### src/rtl/usb_chg_pkg.sv
`timescale 1ns/1ps
package usb_chg_pkg;

  typedef enum logic [3:0] {
    ST_IDLE,
    ST_VBUS_DB,
    ST_CS_DLY,
    ST_CS_SRC,
    ST_CS_HOLD,
    ST_DC_SRC,
    ST_DC_SINK,
    ST_RETRY,
    ST_FOUND
  } chg_state_e;

  function automatic int unsigned max_u(input int unsigned a, input int unsigned b);
    return (a > b) ? a : b;
  endfunction

endpackage

### src/rtl/chg_in_filter.sv
`timescale 1ns/1ps
// Synchronizer plus minimum-hold filter for a slow control pin.
module chg_in_filter #(
  parameter int unsigned HOLD_CYC = 100,
  parameter bit          RST_VAL  = 1'b0
) (
  input  logic clk_i,
  input  logic rst_ni,
  input  logic pin_i,
  output logic lvl_o
);
  localparam int unsigned CW = $clog2(HOLD_CYC + 1);

  logic [1:0]    sync_q;
  logic [CW-1:0] cnt_q;
  logic          lvl_q;

  always_ff @(posedge clk_i or negedge rst_ni) begin
    if (!rst_ni) begin
      sync_q <= {2{RST_VAL}};
      cnt_q  <= '0;
      lvl_q  <= RST_VAL;
    end else begin
      sync_q <= {sync_q[0], pin_i};
      if (sync_q[1] == lvl_q) begin
        cnt_q <= '0;
      end else if (cnt_q == CW'(HOLD_CYC - 1)) begin
        lvl_q <= sync_q[1];
        cnt_q <= '0;
      end else begin
        cnt_q <= cnt_q + 1'b1;
      end
    end
  end

  assign lvl_o = lvl_q;
endmodule

### src/rtl/chg_phase_timer.sv
`timescale 1ns/1ps
// Shared tick counter; restarts on every phase change.
module chg_phase_timer #(
  parameter int unsigned CW = 8
) (
  input  logic          clk_i,
  input  logic          rst_ni,
  input  logic          restart_i,
  input  logic          tick_i,
  input  logic [CW-1:0] lim_i,
  output logic          done_o
);
  logic [CW-1:0] cnt_q;

  always_ff @(posedge clk_i or negedge rst_ni) begin
    if (!rst_ni)        cnt_q <= '0;
    else if (restart_i) cnt_q <= '0;
    else if (tick_i)    cnt_q <= cnt_q + 1'b1;
  end

  assign done_o = tick_i && (cnt_q == lim_i - CW'(1));
endmodule

### src/rtl/chg_run_check.sv
`timescale 1ns/1ps
// Continuous-high qualifier: level must hold across RUN_TICKS ticks.
module chg_run_check #(
  parameter int unsigned RUN_TICKS = 25
) (
  input  logic clk_i,
  input  logic rst_ni,
  input  logic keep_i,
  input  logic mon_i,
  input  logic lvl_i,
  input  logic tick_i,
  output logic ok_o
);
  localparam int unsigned CW = $clog2(RUN_TICKS + 1);

  logic [CW-1:0] run_q;
  logic          acc_q;
  logic          hit;

  assign hit  = mon_i && lvl_i && tick_i && !acc_q && (run_q == CW'(RUN_TICKS - 1));
  assign ok_o = acc_q | hit;

  always_ff @(posedge clk_i or negedge rst_ni) begin
    if (!rst_ni) begin
      run_q <= '0;
      acc_q <= 1'b0;
    end else if (!keep_i) begin
      run_q <= '0;
      acc_q <= 1'b0;
    end else if (!(mon_i && lvl_i)) begin
      run_q <= '0;
    end else if (hit) begin
      acc_q <= 1'b1;
    end else if (tick_i && !acc_q) begin
      run_q <= run_q + 1'b1;
    end
  end
endmodule

### src/rtl/usb_chg_det_seq.sv
`timescale 1ns/1ps
module usb_chg_det_seq
  import usb_chg_pkg::*;
#(
  parameter int unsigned FILT_CYC = 100,
  parameter int unsigned T_VBUS   = 6,
  parameter int unsigned T_VDLY   = 6,
  parameter int unsigned T_SRC    = 120,
  parameter int unsigned T_CHG    = 25,
  parameter int unsigned T_HI     = 50,
  parameter int unsigned T_DCH    = 120,
  parameter int unsigned T_SINK   = 50,
  parameter int unsigned T_RETRY  = 11400
) (
  input  logic clk_i,
  input  logic rst_ni,
  input  logic tick_i,
  input  logic vbus_ok_i,
  input  logic dat_det_i,
  input  logic dp_low_i,
  input  logic shdn_i,
  input  logic out_en_i,
  input  logic method_i,
  output logic dp_vsrc_en_o,
  output logic dm_isink_en_o,
  output logic dp_isrc_en_o,
  output logic detect_o
);
  localparam int unsigned TMAX = max_u(max_u(max_u(T_VBUS, T_VDLY), max_u(T_SRC, T_HI)),
                                       max_u(max_u(T_DCH, T_SINK), T_RETRY));
  localparam int unsigned CW     = $clog2(TMAX + 1);
  localparam int unsigned N_CTL  = 3;
  localparam logic [N_CTL-1:0] CTL_RST = 3'b010;  // {method, out_en, shdn}

  // control pins: filtered
  logic [N_CTL-1:0] ctl_pin, ctl_lvl;
  logic shdn_f, oe_f, meth_f;
  assign ctl_pin = {method_i, out_en_i, shdn_i};

  for (genvar g = 0; g < N_CTL; g++) begin : g_ctl
    chg_in_filter #(.HOLD_CYC(FILT_CYC), .RST_VAL(CTL_RST[g])) u_flt (
      .clk_i (clk_i),
      .rst_ni(rst_ni),
      .pin_i (ctl_pin[g]),
      .lvl_o (ctl_lvl[g])
    );
  end
  assign shdn_f = ctl_lvl[0];
  assign oe_f   = ctl_lvl[1];
  assign meth_f = ctl_lvl[2];

  // comparator flags: synchronized only
  logic [2:0] af_s1, af_s2;
  logic vbus_s, dat_s, dplow_s;
  always_ff @(posedge clk_i or negedge rst_ni) begin
    if (!rst_ni) begin
      af_s1 <= '0;
      af_s2 <= '0;
    end else begin
      af_s1 <= {dp_low_i, dat_det_i, vbus_ok_i};
      af_s2 <= af_s1;
    end
  end
  assign vbus_s  = af_s2[0];
  assign dat_s   = af_s2[1];
  assign dplow_s = af_s2[2];

  chg_state_e    state_q, state_d;
  logic          meth_q;
  logic [CW-1:0] lim;
  logic          ph_done, restart, chg_ok;
  logic          mon, keep, mon_lvl;

  always_comb begin
    case (state_q)
      ST_VBUS_DB: lim = CW'(T_VBUS);
      ST_CS_DLY:  lim = CW'(T_VDLY);
      ST_CS_SRC:  lim = CW'(T_SRC);
      ST_CS_HOLD: lim = CW'(T_HI);
      ST_DC_SRC:  lim = CW'(T_DCH);
      ST_DC_SINK: lim = CW'(T_SINK);
      ST_RETRY:   lim = CW'(T_RETRY);
      default:    lim = '0;
    endcase
  end

  chg_phase_timer #(.CW(CW)) u_tmr (
    .clk_i    (clk_i),
    .rst_ni   (rst_ni),
    .restart_i(restart),
    .tick_i   (tick_i),
    .lim_i    (lim),
    .done_o   (ph_done)
  );

  assign mon     = (state_q == ST_CS_SRC) || (state_q == ST_DC_SINK);
  assign keep    = mon || (state_q == ST_CS_HOLD);
  assign mon_lvl = (state_q == ST_CS_SRC) ? dat_s : dplow_s;

  chg_run_check #(.RUN_TICKS(T_CHG)) u_run (
    .clk_i (clk_i),
    .rst_ni(rst_ni),
    .keep_i(keep),
    .mon_i (mon),
    .lvl_i (mon_lvl),
    .tick_i(tick_i),
    .ok_o  (chg_ok)
  );

  always_comb begin
    state_d = state_q;
    if (shdn_f || !vbus_s) begin
      state_d = ST_IDLE;
    end else begin
      case (state_q)
        ST_IDLE:    state_d = ST_VBUS_DB;
        ST_VBUS_DB: if (ph_done) state_d = meth_q ? ST_DC_SRC : ST_CS_DLY;
        ST_CS_DLY:  if (ph_done) state_d = ST_CS_SRC;
        ST_CS_SRC:  if (ph_done) state_d = ST_CS_HOLD;
        ST_CS_HOLD: if (ph_done) state_d = chg_ok ? ST_FOUND : ST_RETRY;
        ST_DC_SRC:  if (ph_done) state_d = ST_DC_SINK;
        ST_DC_SINK: if (ph_done) state_d = chg_ok ? ST_FOUND : ST_RETRY;
        ST_RETRY:   if (ph_done) state_d = meth_q ? ST_DC_SRC : ST_CS_DLY;
        ST_FOUND:   state_d = ST_FOUND;
        default:    state_d = ST_IDLE;
      endcase
    end
  end
  assign restart = (state_d != state_q);

  always_ff @(posedge clk_i or negedge rst_ni) begin
    if (!rst_ni) begin
      state_q <= ST_IDLE;
      meth_q  <= 1'b0;
    end else begin
      state_q <= state_d;
      if (state_q == ST_IDLE && state_d == ST_VBUS_DB) meth_q <= meth_f;
    end
  end

  assign dp_vsrc_en_o  = (state_q == ST_CS_SRC);
  assign dm_isink_en_o = (state_q == ST_CS_SRC) || (state_q == ST_DC_SINK);
  assign dp_isrc_en_o  = (state_q == ST_DC_SRC) || (state_q == ST_DC_SINK);
  assign detect_o      = (state_q == ST_FOUND) && oe_f;
endmodule

### config.mk
export PLATFORM = sky130hd
export DESIGN_NAME = usb_chg_det_seq
export DESIGN_NICKNAME = d
export VERILOG_FILES = /design/src/rtl/usb_chg_pkg.sv /design/src/rtl/chg_in_filter.sv /design/src/rtl/chg_phase_timer.sv /design/src/rtl/chg_run_check.sv /design/src/rtl/usb_chg_det_seq.sv
export SDC_FILE = /design/constraint.sdc
export NUM_CORES = 1
export LEC_CHECK = 0
export BUFFER_PORTS_ARGS = -buffer_cell sky130_fd_sc_hd__buf_2
export CORE_AREA = 2 2 83 65
export CTS_CLUSTER_DIAMETER = 120
export DETAILED_ROUTE_END_ITERATION = 7
export DIE_AREA = 0 0 85 67
export GPL_TIMING_DRIVEN = 0
export MAX_ROUTING_LAYER = met4
export PLACE_DENSITY = 0.82
export SLEW_MARGIN = 10
export SYNTH_ARGS = -nofsm -noshare
export SYNTH_HDL_FRONTEND = slang
export SYNTH_SLANG_ARGS = --single-unit
### constraint.sdc
create_clock -name clk_i -period 7.58 [get_ports clk_i]
set_input_delay 1.516 -clock clk_i [delete_from_list [all_inputs] [get_ports clk_i]]
set_output_delay 1.516 -clock clk_i [all_outputs]
set_load 0.05 [all_outputs]
==> run metrics, run 1 <==
status complete, no violations; IO Port Bufs 11; Mapped Cells 315; total number of yosys warnings 0; synthesis-stage register bit count 61; Max Freq 276.5 MHz; crit-path cells buf_2 > buf_1 > nor2b_1 > o21a_1 > buf_2; Critical Path Max Stage Delay 0.43 ns; P_leak 1.528 nW; Hold Crit Class register to register; NumNets Final 352; global-route wire length before repair 10230 um; starting density of the core 0.6416; Least-Margin Pin Slew 0.7405 ns; Remaining DRCs 0; Clock Path Buffers 2; synth unique cells 48; Yosys top cell by area dfrtp_1; share of layout cells above drive strength 1 0.1199; Slew Limit Fails 0; Routed Antenna Nets 0; PD cells 192.6 nW/um^2; core area 4817 sq um; pre-CTS WS 4.188 ns; Final Hold Viols 0; die height 67 um; DR vias 2439; Post-synth EDFFs 0; width of the die 85 um; top post-synthesis cells by area dfrtp_1 (47%), xor2_1 (6.0%), nor2_1 (5.5%); DR pass1 iterations 6; routability cong. 0.9216; Post-Syn Area 3090 sq um; fin area 3416 sq um; Top FF cell, synth dfrtp_1; clock root buffer clkbuf_8; Vias/cell 6.067; period utilization 0.4771; post-cts gate resize count 0; Max-cap violations 0; Final Critical Period 3.616 ns; RSZ-0062 raised after global routing no; FP Rows 22; WP buf/inv 3; total power 0.0006579 W; Die ar. 5695 sq um; clock skew 0.003448 ns; post-DP HPWL 4174 um; Setup Crit Path Kind register to output port; Total GRT Usage 0.2434; vias in the first global route 2220; I/O Pins 13; global route overflow 0; VDD IR max 0.1594 mV; Setup Viol. Count Final 0; Crit path top cell by count buf_2; Clock Sinks 61; Seq/Total Area, Yosys 0.4951; largest net degree at the start of global routing 62; Post-synth ARST share 1.000; Crit path arrival time 2.10 ns; cts hold-fix bufs 0; nature of the critical path endpoint output port; Synth top area share 0.4696; CTS tree yes; Top delay family on crit path buffers and inverters; worst hold margin 0.3510 ns; H-Tree Depth 3; DR iter-0 viols 325; final setup margin 3.964 ns; setup tns final 0 ns; Skew-Pair Late Insertion Delay 0.34 ns; Slew HR 0.5064; Slowest-stage cell, CP nor2b_1; Diodes inserted 0; mean post-synth cell area 9.811 sq um; clock-pin transition on the worst setup and hold timing paths 0.06 ns; placed cell areas 3223 sq um; CP required 6.06 ns; Net Count, Synth 330; crit start category register; Area growth syn-to-layout 10.53%; final wirelength 6093 um; crit path max fanout 10; initial antenna violation count 0; DR WL/cell 15.16 um; post-CTS setup buffer count 0; CTS Buf Count 9
-- cell families (layout without fill, tap and decap cells) --
kind of cell | Yosys count | in the layout | share of synthesized area
AOI/OAI and AO/OA | 41 | 41 | 0.09757
buffers and inverters | 21 | 48 | 0.03117
adders and majority gates | 6 | 6 | 0.02429
DFF | 61 | 61 | 0.4951
muxes | 7 | 7 | 0.02429
and+or+nand+nor | 143 | 143 | 0.2255
xor gates and xnor gates | 36 | 36 | 0.1020
-- worst paths after layout --
path | cells past startpoint | end | startpoint | slack, ns
setup / recovery | 5 | dm_isink_en_o | state_q[2] | 3.96
hold / removal | 0 | af_s2[0] | af_s1[0] | 0.35
setup reg to reg | 9 | u_tmr.cnt_q[1] | state_q[2] | 4.70
hold reg to reg | 0 | af_s2[0] | af_s1[0] | 0.35
max in group asynchronous | 1 | g_ctl[1].u_flt.cnt_q[3] | rst_ni | 5.85
min in group asynchronous | 1 | af_s1[1] | rst_ni | 1.23
-- placed cells by master, fill, tap and decap left out, drive strengths merged, types with 15 or more instances in the layout --
cell type | Yosys | final
clkbuf | 4 | 16
xor2 | 21 | 21
nor3 | 16 | 16
buf | 8 | 19
nand3 | 19 | 19
dfrtp | 58 | 58
xnor2 | 15 | 15
nor2 | 45 | 45
nand2 | 24 | 24
-- layer usage --
layer,share of wire,global-route usage,vias to the layer above
li1,-,-,1161
met1,0.47,0.3180,1181
met2,0.45,0.3525,87
met3,0.070,0.07311,10
met4,0.014,0.1111,0
met5,0,-,-
-- flip-flops by register name (all words and copies together) (netlist names) --
register / cells
u_run.run_q: 5
g_ctl.u_flt.lvl_o: 3
state_q: 4
g_ctl.u_flt.sync_q: 6
af_s1: 3
u_tmr.cnt_q: 14
meth_q: 1
u_run.acc_q: 1
af_s2: 3
g_ctl.u_flt.cnt_q: 21
-- layout make-up --
type                    instances  area [sq um]
flip-flops and latches         61          1530
multi-input cells             233          1464
fillers                       345          1401
clock buffers                  12         145.1
well taps                      60         75.07
plain buffers                  12         62.56
repair buffers                 11         57.56
clock inverters                 4         47.55
inverters                       9         33.78
-- stage by stage --
stage                     instances  utilization
after floorplan                 315            -
after global placement          386       0.6686
after detailed placement        386       0.6691
after CTS                       402       0.7091
after global routing            402       0.7091
final                           402       0.7091
-- cells in the mapped netlist, types with 3 or more instances --
library cell / number
dfrtp_1: 58
nor2_1: 45
nand2_1: 24
xor2_1: 21
nand3_1: 19
nor3_1: 16
xnor2_1: 15
and3_1: 9
inv_1: 9
nand4_1: 9
a21oi_1: 8
o21ai_0: 7
ha_1: 6
buf_2: 5
a211oi_1: 4
clkbuf_1: 4
mux2_2: 4
nor4_1: 4
nor4b_1: 4
and2_1: 3
dfstp_2: 3
mux2i_1: 3
nor2b_1: 3
-- power breakdown --
| group | internal [W] | total [W] | leakage, nW | switching (W) |
|---|---|---|---|---|
| logic | 0.0000125 | 0.0000346 | 0.624 | 0.0000221 |
| clock network | 0.000160 | 0.000282 | 0.0964 | 0.000123 |
| registers | 0.000334 | 0.000341 | 0.807 | 0.00000631 |
Power figures use the tool's default switching activity.
==> inputs of run 2 (changes only) <==
--- a/config.mk
+++ b/config.mk
@@ -5,14 +5,15 @@
 export SDC_FILE = /design/constraint.sdc
 export NUM_CORES = 1
 export LEC_CHECK = 0
+export ABC_AREA = 1
 export BUFFER_PORTS_ARGS = -buffer_cell sky130_fd_sc_hd__buf_2
-export CORE_AREA = 2 2 83 65
+export CORE_AREA = 2 2 88 69
 export CTS_CLUSTER_DIAMETER = 120
 export DETAILED_ROUTE_END_ITERATION = 7
-export DIE_AREA = 0 0 85 67
+export DIE_AREA = 0 0 90 71
 export GPL_TIMING_DRIVEN = 0
 export MAX_ROUTING_LAYER = met4
-export PLACE_DENSITY = 0.82
+export PLACE_DENSITY = 0.77
 export SLEW_MARGIN = 10
 export SYNTH_ARGS = -nofsm -noshare
 export SYNTH_HDL_FRONTEND = slang
==> constraint.sdc (replaced) <==
create_clock -name clk_i -period 3.55 [get_ports clk_i]
set_input_delay 0.71 -clock clk_i [delete_from_list [all_inputs] [get_ports clk_i]]
set_output_delay 0.71 -clock clk_i [all_outputs]
set_load 0.05 [all_outputs]
==> run 2 against run 1 <==
  * Sequential share of layout area fell by 2.8 points
  * First-iteration DRC count fell by 55%
  * Die area rose by 12%
  * Critical endpoint is now u_tmr.cnt_q[1]
  * Combinational power rose to 3.2 times the previous value
  * Power rose by 130%
  * Sequential power rose by 110%
  * Worst setup slack got worse by 3.1 ns
  * Largest power group unchanged
==> run metrics, run 2 <==
die height 71 um; crit-path cells nor2_1 > nand2_1 > nand3_1 > o21bai_1 > nand2_1 > nand2_1 > nor2_4 > nand2_1 > nand2_1 > nand3_1 > nand2_1 > nand2_1 > nand2_1 > nor2_2 > nand3_2 > buf_6 > nor2_2; Max Freq 372.5 MHz; FP Rows 24; vias in the first global route 2414; core area 5585 sq um; switching share of power 0.2296; Post-synth EDFFs 0; H-Tree Depth 3; Post-Syn Area 3253 sq um; final wirelength 6171 um; initial antenna violation count 0; setup tns final 0 ns; post-CTS setup buffer count 0; RSZ-0062 raised after global routing no; placed cell areas 3413 sq um; global route overflow 0; Routed Antenna Nets 0; fin area 3646 sq um; Skew-Pair Late Insertion Delay 0.34 ns; DR vias 2634; Clock power frac 0.455; width of the die 90 um; PD cells 422.7 nW/um^2; DR pass1 iterations 7; WP buf/inv 1; final core occ 0.6528; post-cts gate resize count 0; CP required 3.77 ns; total number of yosys warnings 0; Seq/Total Area, Yosys 0.4704; Remaining DRCs 0; Max-cap violations 0; mean post-synth cell area 7.839 sq um; Top FF cell, synth dfrtp_1; Crit path arrival time 2.91 ns; NetSw 0.0003539 W; Area growth syn-to-layout 12.08%; Largest regs g_ctl.u_flt.cnt_q: 21 flops, u_tmr.cnt_q: 14 flops, g_ctl.u_flt.sync_q: 6 flops; synth cell count leaders nand2_1 (84), inv_1 (63), dfrtp_1 (58); Clock Path Buffers 2; FILL cells 469; Post-synth ARST share 1.000; Final Critical Period 2.685 ns; clock root buffer clkbuf_8; synthesis-stage register bit count 61; largest net degree at the start of global routing 62; Critical Path Max Stage Delay 0.46 ns; Least-Margin Pin Slew 0.7371 ns; internal power 0.001187 W; Die ar. 6390 sq um; clock skew 0.01040 ns; synth unique cells 30; Crit path top cell by count nand2_1; combinational power share 0.072; Slew HR 0.5086; CTS tree yes; clock-pin transition on the worst setup and hold timing paths 0.07 ns; post-DP HPWL 4464 um; cts hold-fix bufs 0; I/O Pins 13; Setup Crit Path Kind register to register; P_leak 1.721 nW; Setup Viol. Count Final 0; share of layout cells above drive strength 1 0.1354; Hold Crit Class register to register; Biggest register g_ctl.u_flt.cnt_q; most frequent cells in the layout nand2_1 (84), inv_1 (63), dfrtp_1 (58); starting density of the core 0.5824; crit path max fanout 10; max reg flops 21; most frequent cell after synthesis nand2_1; Diodes inserted 0; Vias/cell 5.056; IO Port Bufs 12; Net Count, Synth 430; CTS Buf Count 9; Synth top area share 0.4462; Top delay family on crit path simple AND/OR/NAND/NOR gates; DR WL/cell 11.84 um; Mapped Cells 415; top post-synthesis cells by area dfrtp_1 (45%), nand2_1 (9.7%), inv_1 (7.3%); nature of the critical path endpoint register; status complete, no violations; worst hold margin 0.3483 ns; global-route wire length before repair 10810 um; sequential power share 0.473; Yosys top cell by area dfrtp_1; period utilization 0.7562; Clock Sinks 61; Total GRT Usage 0.2211; VDD IR max 0.4140 mV; routability cong. 0.8925; crit start category register; commonest non-fill, non-tap cell in the layout nand2_1; Final Hold Viols 0; DR iter-0 viols 146; NumNets Final 453; Slowest-stage cell, CP dfrtp_1; Slew Limit Fails 0
run 2: kinds of logic (layout without fill, tap and decap cells):
group | count (synthesis) | count (layout) | synth area share
xor+xnor | 16 | 16 | 0.04308
buf+inv | 68 | 96 | 0.08308
compound gates | 40 | 40 | 0.06770
simple gates | 223 | 223 | 0.3092
flops | 61 | 61 | 0.4704
fa+ha+maj | 6 | 6 | 0.02308
mux | 1 | 1 | 0.003461
run 2: metrics by stage:
stage          instances  total power, W  setup slack, ns
5_1_grt              521        0.001606           0.6156
2_1_floorplan        415       0.0008141           0.9654
3_3_place_gp         505       0.0008485           0.9432
4_1_cts              521        0.001557           0.9145
3_5_place_dp         505       0.0008531           0.9228
6_report             521        0.001541           0.8654
run 2: power groups by stage:
stage	clock (W)	sequential (W)	combinational [W]
2_1_floorplan	0	0.000739	0.0000755
3_3_place_gp	0	0.000741	0.000108
3_5_place_dp	0	0.000742	0.000111
4_1_cts	0.000716	0.000729	0.000112
5_1_grt	0.000747	0.000731	0.000128
6_report	0.000701	0.000729	0.000111
run 2: cell type report:
| type | count | area [sq um] | share of cell area |
|---|---|---|---|
| Tap cell | 78 | 97.59 | 0.02677 |
| Clock buffer | 11 | 151.4 | 0.04152 |
| Multi-Input combinational cell | 286 | 1453 | 0.3984 |
| Inverter | 66 | 247.7 | 0.06795 |
| Clock inverter | 5 | 81.33 | 0.02231 |
| Buffer | 2 | 22.52 | 0.006177 |
| Sequential cell | 61 | 1530 | 0.4197 |
| Timing Repair Buffer | 12 | 62.56 | 0.01716 |
run 2: per-layer routing:
| layer | vias to the layer above | GRT usage | share of wire |
|---|---|---|---|
| met1 | 1187 | 0.2996 | 0.48 |
| met4 | 0 | 0.05299 | 0.011 |
| met2 | 77 | 0.3241 | 0.44 |
| li1 | 1362 | - | - |
| met5 | - | - | 0 |
| met3 | 8 | 0.07561 | 0.065 |
run 2: final timing paths:
path                       startpoint               to  slack (ns)  depth (start not counted)
max                        state_q[3]   u_tmr.cnt_q[1]        0.87                         17
min                          af_s1[0]         af_s2[0]        0.35                          0
max reg2reg                state_q[3]   u_tmr.cnt_q[1]        0.87                         17
min reg2reg                  af_s1[0]         af_s2[0]        0.35                          0
max in group asynchronous      rst_ni  u_tmr.cnt_q[11]        2.63                          1
min in group asynchronous      rst_ni   u_run.run_q[3]        0.43                          1
